==> config.mk <==
export PLATFORM = sky130hd
export DESIGN_NAME = osc_pair_selector
export DESIGN_NICKNAME = d
export VERILOG_FILES = /design/src/rtl/osc_sel_pkg.sv /design/src/rtl/osc_sel_ctrl.sv /design/src/rtl/osc_extreme_tracker.sv /design/src/rtl/osc_sel_datapath.sv /design/src/rtl/osc_pair_selector.sv
export SDC_FILE = /design/constraint.sdc
export NUM_CORES = 1
export LEC_CHECK = 0
export ABC_AREA = 1
export CORE_MARGIN = 4
export CORE_UTILIZATION = 35
export CTS_BUF_LIST = sky130_fd_sc_hd__clkbuf_8
export CTS_CLUSTER_DIAMETER = 30
export DETAILED_ROUTE_END_ITERATION = 8
export GPL_ROUTABILITY_DRIVEN = 1
export PLACE_DENSITY = 0.52
export SYNTH_ARGS = -nofsm -noshare
export SYNTH_HDL_FRONTEND = slang
export SYNTH_SLANG_ARGS = --single-unit
==> constraint.sdc <==
create_clock -name clk -period 3.5 [get_ports clk]
set_input_delay 0.35 -clock clk [delete_from_list [all_inputs] [get_ports clk]]
set_output_delay 0.35 -clock clk [all_outputs]
set_load 0.05 [all_outputs]
==> src/rtl/osc_sel_pkg.sv <==
package osc_sel_pkg;

  typedef struct packed {
    logic clear;
    logic capture;
    logic decide;
  } strobe_t;

  typedef enum logic [1:0] {
    ST_IDLE   = 2'd0,
    ST_LAUNCH = 2'd1,
    ST_WAIT   = 2'd2,
    ST_DECIDE = 2'd3
  } ctrl_state_e;

endpackage

==> src/rtl/osc_sel_ctrl.sv <==
module osc_sel_ctrl
  import osc_sel_pkg::*;
#(
  parameter int STAGES = 3
) (
  input  logic              clk,
  input  logic              rstN,
  input  logic              start,
  input  logic              cntValid,
  output logic              measStart,
  output logic              oscSel,
  output logic [STAGES-1:0] cfgCode,
  output strobe_t           strobe
);

  localparam int IDX_W = STAGES + 1;
  localparam logic [IDX_W-1:0] LAST_IDX = {IDX_W{1'b1}};

  ctrl_state_e stateQ, stateD;
  logic [IDX_W-1:0] idxQ, idxD;

  always_comb begin
    stateD = stateQ;
    idxD   = idxQ;
    case (stateQ)
      ST_IDLE: begin
        if (start) begin
          stateD = ST_LAUNCH;
          idxD   = '0;
        end
      end
      ST_LAUNCH: stateD = ST_WAIT;
      ST_WAIT: begin
        if (cntValid) begin
          if (idxQ == LAST_IDX) begin
            stateD = ST_DECIDE;
          end else begin
            stateD = ST_LAUNCH;
            idxD   = idxQ + 1'b1;
          end
        end
      end
      ST_DECIDE: stateD = ST_IDLE;
      default:   stateD = ST_IDLE;
    endcase
  end

  always_ff @(posedge clk) begin
    if (!rstN) begin
      stateQ <= ST_IDLE;
      idxQ   <= '0;
    end else begin
      stateQ <= stateD;
      idxQ   <= idxD;
    end
  end

  assign measStart      = (stateQ == ST_LAUNCH);
  assign oscSel         = idxQ[IDX_W-1];
  assign cfgCode        = idxQ[STAGES-1:0];
  assign strobe.clear   = (stateQ == ST_IDLE) && start;
  assign strobe.capture = (stateQ == ST_WAIT) && cntValid;
  assign strobe.decide  = (stateQ == ST_DECIDE);

  // a launch strobe lasts one cycle
  p_launch_single_r2: assert property (@(posedge clk) disable iff (!rstN)
    measStart |=> !measStart);

  // selection held while the count is awaited
  p_sel_held_r2: assert property (@(posedge clk) disable iff (!rstN)
    measStart |=> ($stable(cfgCode) && $stable(oscSel)));

  // a start during the wait does not disturb it
  p_busy_start_r8: assert property (@(posedge clk) disable iff (!rstN)
    (stateQ == ST_WAIT && start && !cntValid) |=> (stateQ == ST_WAIT));

endmodule

==> src/rtl/osc_extreme_tracker.sv <==
module osc_extreme_tracker #(
  parameter int CNT_W = 16,
  parameter int CFG_W = 3
) (
  input  logic             clk,
  input  logic             rstN,
  input  logic             clear,
  input  logic             capture,
  input  logic [CFG_W-1:0] code,
  input  logic [CNT_W-1:0] cnt,
  output logic [CNT_W-1:0] maxCnt,
  output logic [CFG_W-1:0] maxCode,
  output logic [CNT_W-1:0] minCnt,
  output logic [CFG_W-1:0] minCode
);

  logic seenQ;

  always_ff @(posedge clk) begin
    if (!rstN) begin
      seenQ   <= 1'b0;
      maxCnt  <= '0;
      maxCode <= '0;
      minCnt  <= '0;
      minCode <= '0;
    end else if (clear) begin
      seenQ <= 1'b0;
    end else if (capture) begin
      seenQ <= 1'b1;
      if (!seenQ || (cnt > maxCnt)) begin
        maxCnt  <= cnt;
        maxCode <= code;
      end
      if (!seenQ || (cnt < minCnt)) begin
        minCnt  <= cnt;
        minCode <= code;
      end
    end
  end

  // extremes stay ordered once a count is recorded
  p_extremes_ordered_r6: assert property (@(posedge clk) disable iff (!rstN)
    seenQ |-> (maxCnt >= minCnt));

  // an equal count keeps the earlier (lower) code
  p_tie_keeps_low_r6: assert property (@(posedge clk) disable iff (!rstN)
    (capture && !clear && seenQ && cnt == maxCnt) |=> $stable(maxCode));

endmodule

==> src/rtl/osc_sel_datapath.sv <==
module osc_sel_datapath
  import osc_sel_pkg::*;
#(
  parameter int STAGES = 3,
  parameter int CNT_W  = 16
) (
  input  logic              clk,
  input  logic              rstN,
  input  strobe_t           strobe,
  input  logic              oscSel,
  input  logic [STAGES-1:0] cfgCode,
  input  logic [CNT_W-1:0]  cntValue,
  output logic              done,
  output logic              respBit,
  output logic [STAGES-1:0] cfgA,
  output logic [STAGES-1:0] cfgB
);

  localparam int N_OSC = 2;
  localparam int DIFF_W = CNT_W + 1;

  logic [CNT_W-1:0]  maxCnt  [N_OSC];
  logic [CNT_W-1:0]  minCnt  [N_OSC];
  logic [STAGES-1:0] maxCode [N_OSC];
  logic [STAGES-1:0] minCode [N_OSC];

  for (genvar g = 0; g < N_OSC; g++) begin : g_trk
    osc_extreme_tracker #(
      .CNT_W(CNT_W),
      .CFG_W(STAGES)
    ) u_trk (
      .clk    (clk),
      .rstN   (rstN),
      .clear  (strobe.clear),
      .capture(strobe.capture && (oscSel == 1'(g))),
      .code   (cfgCode),
      .cnt    (cntValue),
      .maxCnt (maxCnt[g]),
      .maxCode(maxCode[g]),
      .minCnt (minCnt[g]),
      .minCode(minCode[g])
    );
  end

  logic signed [DIFF_W-1:0] diffAB, diffBA;
  logic aWins;

  assign diffAB = $signed({1'b0, maxCnt[0]}) - $signed({1'b0, minCnt[1]});
  assign diffBA = $signed({1'b0, maxCnt[1]}) - $signed({1'b0, minCnt[0]});
  assign aWins  = (diffAB > diffBA);

  always_ff @(posedge clk) begin
    if (!rstN) begin
      done    <= 1'b0;
      respBit <= 1'b0;
      cfgA    <= '0;
      cfgB    <= '0;
    end else begin
      done <= strobe.decide;
      if (strobe.decide) begin
        respBit <= aWins;
        cfgA    <= aWins ? maxCode[0] : minCode[0];
        cfgB    <= aWins ? minCode[1] : maxCode[1];
      end
    end
  end

  logic signed [DIFF_W:0] diffSum;
  assign diffSum = DIFF_W'(diffAB) + DIFF_W'(diffBA);

  // wide signed differences never wrap, so their sum is never negative
  p_no_overflow_r3: assert property (@(posedge clk) disable iff (!rstN)
    strobe.decide |-> (diffSum >= 0));

  // done is a single-cycle pulse
  p_done_pulse_r7: assert property (@(posedge clk) disable iff (!rstN)
    done |=> !done);

  // results hold between decisions
  p_result_hold_r7: assert property (@(posedge clk) disable iff (!rstN)
    !strobe.decide |=> ($stable(respBit) && $stable(cfgA) && $stable(cfgB)));

endmodule

==> src/rtl/osc_pair_selector.sv <==
module osc_pair_selector
  import osc_sel_pkg::*;
#(
  parameter int STAGES = 3,
  parameter int CNT_W  = 16
) (
  input  logic              clk,
  input  logic              rstN,
  input  logic              start,
  input  logic              cntValid,
  input  logic [CNT_W-1:0]  cntValue,
  output logic              measStart,
  output logic              oscSel,
  output logic [STAGES-1:0] cfgCode,
  output logic              done,
  output logic              respBit,
  output logic [STAGES-1:0] cfgA,
  output logic [STAGES-1:0] cfgB
);

  strobe_t strobe;

  osc_sel_ctrl #(.STAGES(STAGES)) u_ctrl (
    .clk      (clk),
    .rstN     (rstN),
    .start    (start),
    .cntValid (cntValid),
    .measStart(measStart),
    .oscSel   (oscSel),
    .cfgCode  (cfgCode),
    .strobe   (strobe)
  );

  osc_sel_datapath #(.STAGES(STAGES), .CNT_W(CNT_W)) u_dp (
    .clk     (clk),
    .rstN    (rstN),
    .strobe  (strobe),
    .oscSel  (oscSel),
    .cfgCode (cfgCode),
    .cntValue(cntValue),
    .done    (done),
    .respBit (respBit),
    .cfgA    (cfgA),
    .cfgB    (cfgB)
  );

endmodule

# After elaboration in Yosys (flattened, before gate mapping)
# Cells that the tools add are included.
[op_classes] addsub=3 order_cmp=5 eq_ne=7 muxes=10 bitwise=3 reduce_logical=19
[op_table] cell="16-bit by 16-bit subtractor with 17-bit output" count=2
[op_table] cell="16-bit > comparator" count=2
[op_table] cell="16-bit < comparator" count=2
[op_table] cell="17-bit > comparator" count=1
[op_table] cell="4-bit two-way mux" count=3
[op_table] cell="3-bit AND reduction" count=4
[op_table] cell="2-bit case mux with 4 select lines" count=1
[op_table] cell="4-bit case mux with 2 select lines" count=1
[op_table] cell="2-bit two-way mux" count=3
[op_table] cell="3-bit two-way mux" count=2
[op_table] cell="2-bit != test, second input constant" count=3
[op_table] cell="4-bit by 1-bit adder with 4-bit output, second input constant" count=1
[op_table] cell="2-bit equality test, second input constant" count=2
[op_table] cell="4-bit equality test, second input constant" count=1
[op_table] cell="1-bit logical AND" count=4
[op_table] cell="1-bit logical OR" count=4
[op_table] cell="4-bit AND reduction" count=1
[op_table] cell="1-bit NOT" count=3
[op_table] cell="2-bit by 1-bit equality test with 1-bit output, second input constant" count=1
[op_table] cell="1-bit logical NOT" count=2
[op_table] cell="2-bit logical NOT" count=1
[op_table] cell="2-bit AND reduction" count=1
[op_table] cell="2-bit nonzero test" count=1
[op_table] cell="2-bit OR reduction" count=1
[word_totals] ff_bits=92 input_bits=20 out_inout_bits=13 elab_cells=63

# Depth between registers and ports, before layout
# Gate-level depths: netlist of the first run.
[logic_depth] word_depth=4 depth_mapped=25 mapped_depth_nobuf=25

# By module
# Synthesis of the first run repeated with hierarchy kept, for this count alone.
[unflattened] cells_unflattened=1162 area_unflattened_um2=7787.5
[by_module_without_submodules] module="osc_extreme_tracker" instances=2 cells_per_inst=371 area_each_um2=2544.9 seq_area_each_um2=780.7
[by_module_without_submodules] module="osc_sel_datapath" instances=1 cells_per_inst=368 area_each_um2=2328.5 seq_area_each_um2=160.2
[by_module_without_submodules] module="osc_sel_ctrl" instances=1 cells_per_inst=52 area_each_um2=369.1 seq_area_each_um2=120.1

# Worst setup path after synthesis of the first run
# OpenSTA, ideal clock, no wires.
[synth_path] path_type="reg-to-reg" start="reg u_dp.g_trk[1].u_trk.maxCnt[0]" end="reg u_dp.cfgA[0]" setup_time_ns=0.121 arrival_ns=2.899 setup_slack_ns=0.480 path_stages_with_launch=24 period_less_slack_ns=3.020 cell_sequence="dfxtp_1 inv_1 ha_1 inv_1 fa_1 a21oi_1 o21ai_0 nand2_1 nand2_1 nand2_1 nand2_1 a21oi_1 xor2_1 ha_1 nand2_1 inv_1 nand2_1 nand2_1 a21oi_1 nand4_2 nand2_4 nand2_1 nand3_1 a21oi_1"
[synth_between] elab_chain_cells=3
[synth_lines] item="from (decl)" line_no="osc_extreme_tracker.sv:11" source="output logic [CNT_W-1:0] maxCnt,"
[synth_lines] item="from (signal assigned)" line_no="osc_extreme_tracker.sv:31" source="maxCnt <= cnt;"
[synth_lines] item="16-bit by 16-bit subtractor with 17-bit output" line_no="osc_sel_datapath.sv:49" source="assign diffBA = $signed({1'b0, maxCnt[1]}) - $signed({1'b0, minCnt[0]});"
[synth_lines] item="17-bit > comparator" line_no="osc_sel_datapath.sv:50" source="assign aWins = (diffAB > diffBA);"
[synth_lines] item="3-bit two-way mux" line_no="osc_sel_datapath.sv:62" source="cfgA <= aWins ? maxCode[0] : minCode[0];"
[synth_lines] item="to (signal assigned)" line_no="osc_sel_datapath.sv:62"
[synth_lines] item="to (decl)" line_no="osc_sel_datapath.sv:15" source="output logic [STAGES-1:0] cfgA,"
# Every way passes these cells.
# A chain may end at the register's enable or synchronous reset.

# Final worst setup path of the first run
[layout_path] start="reg u_dp.g_trk[0].u_trk.maxCnt[0]" end="reg u_dp.cfgA[1]"
[layout_between] elab_chain_cells=3
[layout_lines] item="from (decl)" line_no="osc_extreme_tracker.sv:11"
[layout_lines] item="from (signal assigned)" line_no="osc_extreme_tracker.sv:31"
[layout_lines] item="16-bit by 16-bit subtractor with 17-bit output" line_no="osc_sel_datapath.sv:48" source="assign diffAB = $signed({1'b0, maxCnt[0]}) - $signed({1'b0, minCnt[1]});"
[layout_lines] item="17-bit > comparator" line_no="osc_sel_datapath.sv:50"
[layout_lines] item="3-bit two-way mux" line_no="osc_sel_datapath.sv:62"
# Every way passes these cells.

==> impl_metrics.env, run 1 <==
export IMPL_status="finished clean"
export IMPL_grt_first_pass_wirelength_um=32500
export IMPL_post_place_cells=1343
export IMPL_postCtsHoldBufs=0
export IMPL_clkSlewWorstSetupHoldPaths_ps=90
export IMPL_yosysMostFrequentCell="nand2_1"
export IMPL_finalWorstSetupSlack_ps=240
export IMPL_worst_ep_required_time_ps=3810
export IMPL_detail_route_wirelength_um=19700
export IMPL_synthesis_nets=1204
export IMPL_min_period_ps=3260
export IMPL_max_cap_violations=0
export IMPL_drive_above_1_share_pct=5.95
export IMPL_irDropWorstVdd_mv=0.182
export IMPL_synth_top_cell_by_area="dfxtp_1"
export IMPL_fp_coreArea_um2=20400
export IMPL_timing_critical_path_fanout_max=7
export IMPL_setup_worst_path_start_class="flop"
export IMPL_cp_slowest_stage_delay_ps=350
export IMPL_placement_io_buffers=32
export IMPL_die_x_um=152
export IMPL_synth_seq_cells=92
export IMPL_vias=6672
export IMPL_largest_net_degree_at_the_start_of_global_routing=78
export IMPL_synth_cell_type_count=35
export IMPL_power_per_cell_area_nw_per_um2=368
export IMPL_grt_use_total_pct=16.9
export IMPL_gp_weighted_congestion=0.861
export IMPL_vias_per_cell=4.90
export IMPL_initial_standard_cell_utilization_of_the_core_pct=35.8
export IMPL_path_cells="inv_1, ha_1, inv_1, fa_2, nand3_1, nand2_2, nand3_2, nand2_2, nand3_1, nand2_2, a31oi_2, xnor2_1, ha_1, nand2_1, nand2_1, nand2_1, nand2_1, a21oi_2, buf_4, nand4_4, nand3_1, nand3_1, a21oi_1"
export IMPL_synthCells=1070
export IMPL_crit_slowest_cell="fa_2"
export IMPL_area_growth_syn_to_layout_pct=11.4
export IMPL_critical_path_n_buffers_inverters=3
export IMPL_detailedRoute_firstIterationViolations=396
export IMPL_antenna_cells_inserted=0
export IMPL_synth_main_ff_cell="dfxtp_1"
export IMPL_final_max_slew_violation_count=0
export IMPL_synth_sequential_area_ratio_pct=25.3
export IMPL_min_period_over_period_pct=93.1
export IMPL_power_static_leakage_nw=3.61
export IMPL_h_tree_depth=3
export IMPL_mappedNetlistArea_um2=7290
export IMPL_timing_hold_violations_final=0
export IMPL_post_synth_top_area_fraction_pct=25.3
export IMPL_synth_edff_count=0
export IMPL_finish_utilization_pct=39.9
export IMPL_dieHeight_um=152
export IMPL_critical_path_top_delay_family="simple AND/OR/NAND/NOR gates"
export IMPL_drt_first_pass_iters=5
export IMPL_netlist_top_cells_area="dfxtp_1 (25%), ha_1 (19%), nand2_1 (11%)"
export IMPL_tritoncts_clock_tree="yes"
export IMPL_finish_net_count=1222
export IMPL_final_cells=1363
export IMPL_fp_dieArea_um2=23200
export IMPL_hp_class="in -> reg"
export IMPL_wire_per_inst_um=14.5
export IMPL_worstSkewPairLatency_ps=390
export IMPL_category_of_the_critical_setup_timing_path="reg -> reg"
export IMPL_row_count=52
export IMPL_worst_setup_path_end_kind="flop"
export IMPL_dp_final_hpwl_um=14700
export IMPL_yosysWarningCount=0
export IMPL_cts_buffers=9
export IMPL_grt_overflow_total=0
export IMPL_first_global_vias=6260
export IMPL_antenna_left=0
export IMPL_achievable_frequency_ghz=0.307
export IMPL_cts_max_path_buffers=2
export IMPL_cts_sink_count=92
export IMPL_clock_root_buffer="clkbuf_8"
export IMPL_antenna_found_initial=0
export IMPL_top_level_ports=33
export IMPL_ys_top_cells_by_count="nand2_1 (212), a21oi_1 (151), inv_1 (139)"
export IMPL_tightestPinTransition_ps=846
export IMPL_place_worst_setup_slack_ps=103
export IMPL_post_route_drc_count=0
export IMPL_maxSlewHeadroom_pct=43.6
export IMPL_clock_skew_ps=9.62
export IMPL_cp_data_arrival_time_ps=3570
export IMPL_ys_async_sr_fraction_pct=0
export IMPL_final_number_of_setup_violating_endpoints=0
export IMPL_postSynthAreaPerCell_um2=6.81
[worst paths after layout]
| kind | from | end | slack (ps) | depth (start not counted) |
|---|---|---|---|---|
| worst min-delay path | rstN | u_dp.g_trk[0].u_trk.maxCnt[0] | 410 | 3 |
| worst max register to register | u_dp.g_trk[0].u_trk.maxCnt[0] | u_dp.cfgA[1] | 240 | 23 |
| worst max-delay path | u_dp.g_trk[0].u_trk.maxCnt[0] | u_dp.cfgA[1] | 240 | 23 |
| worst min register to register | u_dp.cfgB[1] | u_dp.cfgB[1] | 490 | 2 |
[what timing repair did]
action / in CTS / in global routing
gates resized for setup: 0 / 27
endpoints found under the setup margin: 0 / 7
setup buffers: 0 / 4
[worst reg2reg max path: stages, from the launching register on]
cell and delay (ps):
dfxtp_2 340, inv_1 60, ha_1 130, inv_1 60, fa_2 350, nand3_1 110
nand2_2 100, nand3_2 80, nand2_2 60, nand3_1 90, nand2_2 80, a31oi_2 210
xnor2_1 200, ha_1 300, nand2_1 70, nand2_1 50, nand2_1 50, nand2_1 60
a21oi_2 170, buf_4 140, nand4_4 130, nand3_1 140, nand3_1 80, a21oi_1 140
[registers in the layout (all words and copies together) (netlist names)]
register,flops
u_dp.g_trk.u_trk.maxCnt,32
u_dp.g_trk.u_trk.minCnt,32
u_dp.cfgB,3
u_dp.done,1
u_dp.g_trk.u_trk.minCode,6
u_dp.g_trk.u_trk.seenQ,2
u_dp.respBit,1
u_dp.g_trk.u_trk.maxCode,6
u_dp.cfgA,3
u_ctrl.idxQ,4
u_ctrl.stateQ,2
[power by group]
| group | switching (mW) | internal [mW] |
|---|---|---|
| combinational | 0.645 | 0.435 |
| clock | 0.414 | 0.401 |
| sequential | 0.0197 | 1.07 |
| total | 1.08 | 1.91 |
[kinds of logic after synthesis]
kind of cell	synth area share, %
buffers and inverters	11.0
adders and majority gates	19.8
DFF	25.3
xor gates and xnor gates	3.37
and+or+nand+nor	26.5
AOI/OAI and AO/OA	14.1
[layout by cell type, fill, tap and decap left out, drive strengths merged]
cell type	instances
nand2	214
dfxtp	92
nor3	4
o21a	2
o21bai	3
o211a	1
a21o	6
ha	112
a21boi	1
clkdlybuf4s50	31
fa	2
nand4	14
inv	143
a31oi	3
xor2	20
clkinv	4
a211oi	5
nor4	1
nor2	116
nand3b	2
buf	17
a21oi	151
xnor2	8
bufinv	2
nand3	107
clkbuf	9
o21ai	23
[area by class of cell]
class | instances | area, um^2
flip-flops and latches | 92 | 1840
well taps | 270 | 338
clock inverters | 7 | 91.3
repair buffers | 48 | 435
clock buffers | 9 | 124
inverters | 142 | 533
multi-input cells | 795 | 4760
fillers | 2202 | 12200
[per-layer routing]
layer,routed length [um],global-route usage (%)
met5,0,0
met2,8600,26.4
met1,10200,24.7
met4,290,4.79
met3,593,1.85
[through the flow]
step	hold slack, ps	setup TNS, ps	power [mW]	area, um^2
6_report	412	0	2.99	8120
5_1_grt	419	-54.2	3.22	8120
4_1_cts	389	0	2.92	7990
3_5_place_dp	467	0	2.09	7770
3_3_place_gp	464	0	2.09	7770
2_1_floorplan	452	0	1.85	7290
Power figures use the tool's default switching activity.
==> inputs of run 2 (changes only) <==
--- a/config.mk
+++ b/config.mk
@@ -7,12 +7,12 @@
 export LEC_CHECK = 0
 export ABC_AREA = 1
 export CORE_MARGIN = 4
-export CORE_UTILIZATION = 35
+export CORE_UTILIZATION = 50
 export CTS_BUF_LIST = sky130_fd_sc_hd__clkbuf_8
 export CTS_CLUSTER_DIAMETER = 30
 export DETAILED_ROUTE_END_ITERATION = 8
 export GPL_ROUTABILITY_DRIVEN = 1
-export PLACE_DENSITY = 0.52
+export PLACE_DENSITY = 0.69
 export SYNTH_ARGS = -nofsm -noshare
 export SYNTH_HDL_FRONTEND = slang
 export SYNTH_SLANG_ARGS = --single-unit
==> run 2 against run 1 <==
Power down 5.7%. Setup slack better by 30 ps. First-iteration DRC count down 9.6%. Cell count down 6.6%. Critical endpoint unchanged. Largest cell class unchanged. Register-to-register slack better by 30 ps. Sequential power about the same. Highest routed layer unchanged. Global-route usage up 6.1 points. Maximum frequency up 0.93%.
==> impl_metrics.env, run 2 (same netlist as run 1, synthesis figures left out) <==
export IMPL_min_period_ps=3230
export IMPL_achievable_frequency_ghz=0.310
export IMPL_tritoncts_clock_tree="yes"
export IMPL_maxSlewHeadroom_pct=46.4
export IMPL_final_number_of_setup_violating_endpoints=0
export IMPL_detail_route_wirelength_um=18500
export IMPL_min_period_over_period_pct=92.3
export IMPL_fp_dieArea_um2=16600
export IMPL_category_of_the_critical_setup_timing_path="reg -> reg"
export IMPL_die_x_um=129
export IMPL_wire_per_inst_um=14.5
export IMPL_met1Wirelength_um=8990
export IMPL_finish_net_count=1222
export IMPL_grt_overflow_total=0
export IMPL_first_global_vias=6418
export IMPL_final_cells=1273
export IMPL_dp_final_hpwl_um=14100
export IMPL_pwr_share_clk_pct=24.4
export IMPL_mostFrequentLayoutCell="nand2_1"
export IMPL_clkSlewWorstSetupHoldPaths_ps=100
export IMPL_drive_above_1_share_pct=5.22
export IMPL_drt_first_pass_iters=5
export IMPL_top_level_ports=33
export IMPL_worstSkewPairLatency_ps=390
export IMPL_fp_coreArea_um2=14100
export IMPL_finish_utilization_pct=56.5
export IMPL_cts_sink_count=92
export IMPL_area_growth_syn_to_layout_pct=9.20
export IMPL_fin_setup_tns_ps=0
export IMPL_clock_root_buffer="clkbuf_8"
export IMPL_post_route_drc_count=0
export IMPL_hp_class="reg -> reg"
export IMPL_power_static_leakage_nw=3.58
export IMPL_grt_first_pass_wirelength_um=31100
export IMPL_irDropWorstVdd_mv=0.253
export IMPL_postCtsHoldBufs=0
export IMPL_worst_setup_path_end_kind="flop"
export IMPL_post_place_cells=1256
export IMPL_detailedRoute_firstIterationViolations=358
export IMPL_cell_internal_pwr_mw=1.74
export IMPL_comb_power_share_pct=36.9
export IMPL_worst_ep_required_time_ps=3820
export IMPL_status="finished clean"
export IMPL_tightestPinTransition_ps=804
export IMPL_dr_wl_met2_um=8360
export IMPL_final_max_slew_violation_count=0
export IMPL_placement_io_buffers=32
export IMPL_row_count=43
export IMPL_post_layout_total_power_mw=2.82
export IMPL_grt_use_total_pct=23.0
export IMPL_vias_per_cell=5.39
export IMPL_setup_repair_after_global_routing_missed_its_margin="false"
export IMPL_timing_hold_violations_final=0
export IMPL_gp_weighted_congestion=0.907
export IMPL_antenna_left=0
export IMPL_setup_worst_path_start_class="flop"
export IMPL_vias=6866
export IMPL_sequentialPowerShare_pct=38.7
export IMPL_hold_ws_ps=491
export IMPL_switchingPower_mw=1.08
export IMPL_cts_max_path_buffers=2
export IMPL_max_cap_violations=0
export IMPL_dieHeight_um=129
export IMPL_largest_net_degree_at_the_start_of_global_routing=42
export IMPL_clock_skew_ps=11.0
export IMPL_power_per_cell_area_nw_per_um2=354
export IMPL_cts_buffers=9
export IMPL_h_tree_depth=3
export IMPL_most_frequent_cells_in_the_layout="nand2_1 (210), a21oi_1 (145), inv_1 (139)"
export IMPL_met3_wire_length_um=819
export IMPL_antenna_cells_inserted=0
export IMPL_antenna_found_initial=0
export IMPL_cp_data_arrival_time_ps=3550
export IMPL_initial_standard_cell_utilization_of_the_core_pct=51.7
export IMPL_timing_critical_path_fanout_max=7
export IMPL_largest_registers="u_dp.g_trk.u_trk.maxCnt x32, u_dp.g_trk.u_trk.minCnt x32"
export IMPL_topRoutingLayerUsed="met4"
export IMPL_p_sw_share_pct=38.2
## run 2: worst max-delay path, stage by stage, from the launching register on
cell,delay (ps)
dfxtp_1,340
inv_1,60
ha_1,130
inv_1,60
fa_2,360
a21oi_2,130
o21ai_1,100
nand2_1,70
nand2_1,100
nand2_1,80
nand2_1,100
a21oi_2,150
xor2_1,160
ha_1,250
nand2_1,90
inv_1,50
nand2_1,60
nand2_1,80
a21oi_4,200
nand3_2,110
nand2_4,110
nand2_4,80
nand2_1,60
nand3_1,90
a21oi_2,120
## run 2: layout make-up
cell class / instances / area (um^2)
timing repair buffer: 48 / 448
tap: 180 / 225
clock inverter: 7 / 51.3
inverter: 142 / 533
multi-input combinational: 795 / 4730
sequential: 92 / 1840
clock buffer: 9 / 124
fill: 1445 / 6140
## run 2: per-stage QoR
step,instance area [um^2],setup slack (ps)
finish,7960,270
global route,7960,7.55
CTS,7870,100
detailed placement,7700,120
global placement,7700,199
floorplan,7290,480
## run 2: worst paths after layout
check / slack (ps) / cells after the start / endpoint / start
worst max-delay path: 270 / 24 / u_dp.cfgA[1] / u_dp.g_trk[1].u_trk.maxCnt[0]
worst min-delay path: 490 / 2 / u_dp.g_trk[0].u_trk.maxCode[0] / u_dp.g_trk[0].u_trk.maxCode[0]
worst max register to register: 270 / 24 / u_dp.cfgA[1] / u_dp.g_trk[1].u_trk.maxCnt[0]
worst min register to register: 490 / 2 / u_dp.g_trk[0].u_trk.maxCode[0] / u_dp.g_trk[0].u_trk.maxCode[0]
## run 2: metal layers
layer,GRT usage [%],up-vias
li1,-,3549
met1,31.6,3139
met2,37.7,156
met3,2.74,22
met4,7.16,0
met5,0,-
## run 2: repair_timing
item / 4_1_cts / 5_1_grt
buffers inserted: 0 / 1
gates resized for setup: 0 / 19
endpoints found under the setup margin: 0 / 7
endpoints found under the hold margin: 0 / 0
## run 2: power groups by stage
stage	registers [mW]	logic, mW	clock network, mW
global placement	1.11	0.950	0
floorplan	1.12	0.729	0
detailed placement	1.11	0.959	0
finish	1.09	1.04	0.686
CTS	1.09	0.964	0.694
global route	1.09	1.17	0.735
==> inputs of run 3 (changes only) <==
--- a/config.mk
+++ b/config.mk
@@ -13,6 +13,7 @@
 export DETAILED_ROUTE_END_ITERATION = 8
 export GPL_ROUTABILITY_DRIVEN = 1
 export PLACE_DENSITY = 0.69
+export SKIP_CTS_REPAIR_TIMING = 1
 export SYNTH_ARGS = -nofsm -noshare
 export SYNTH_HDL_FRONTEND = slang
 export SYNTH_SLANG_ARGS = --single-unit
==> results of run 3 <==
Same layout as run 2: the final DEF is identical, and so are final timing and power.
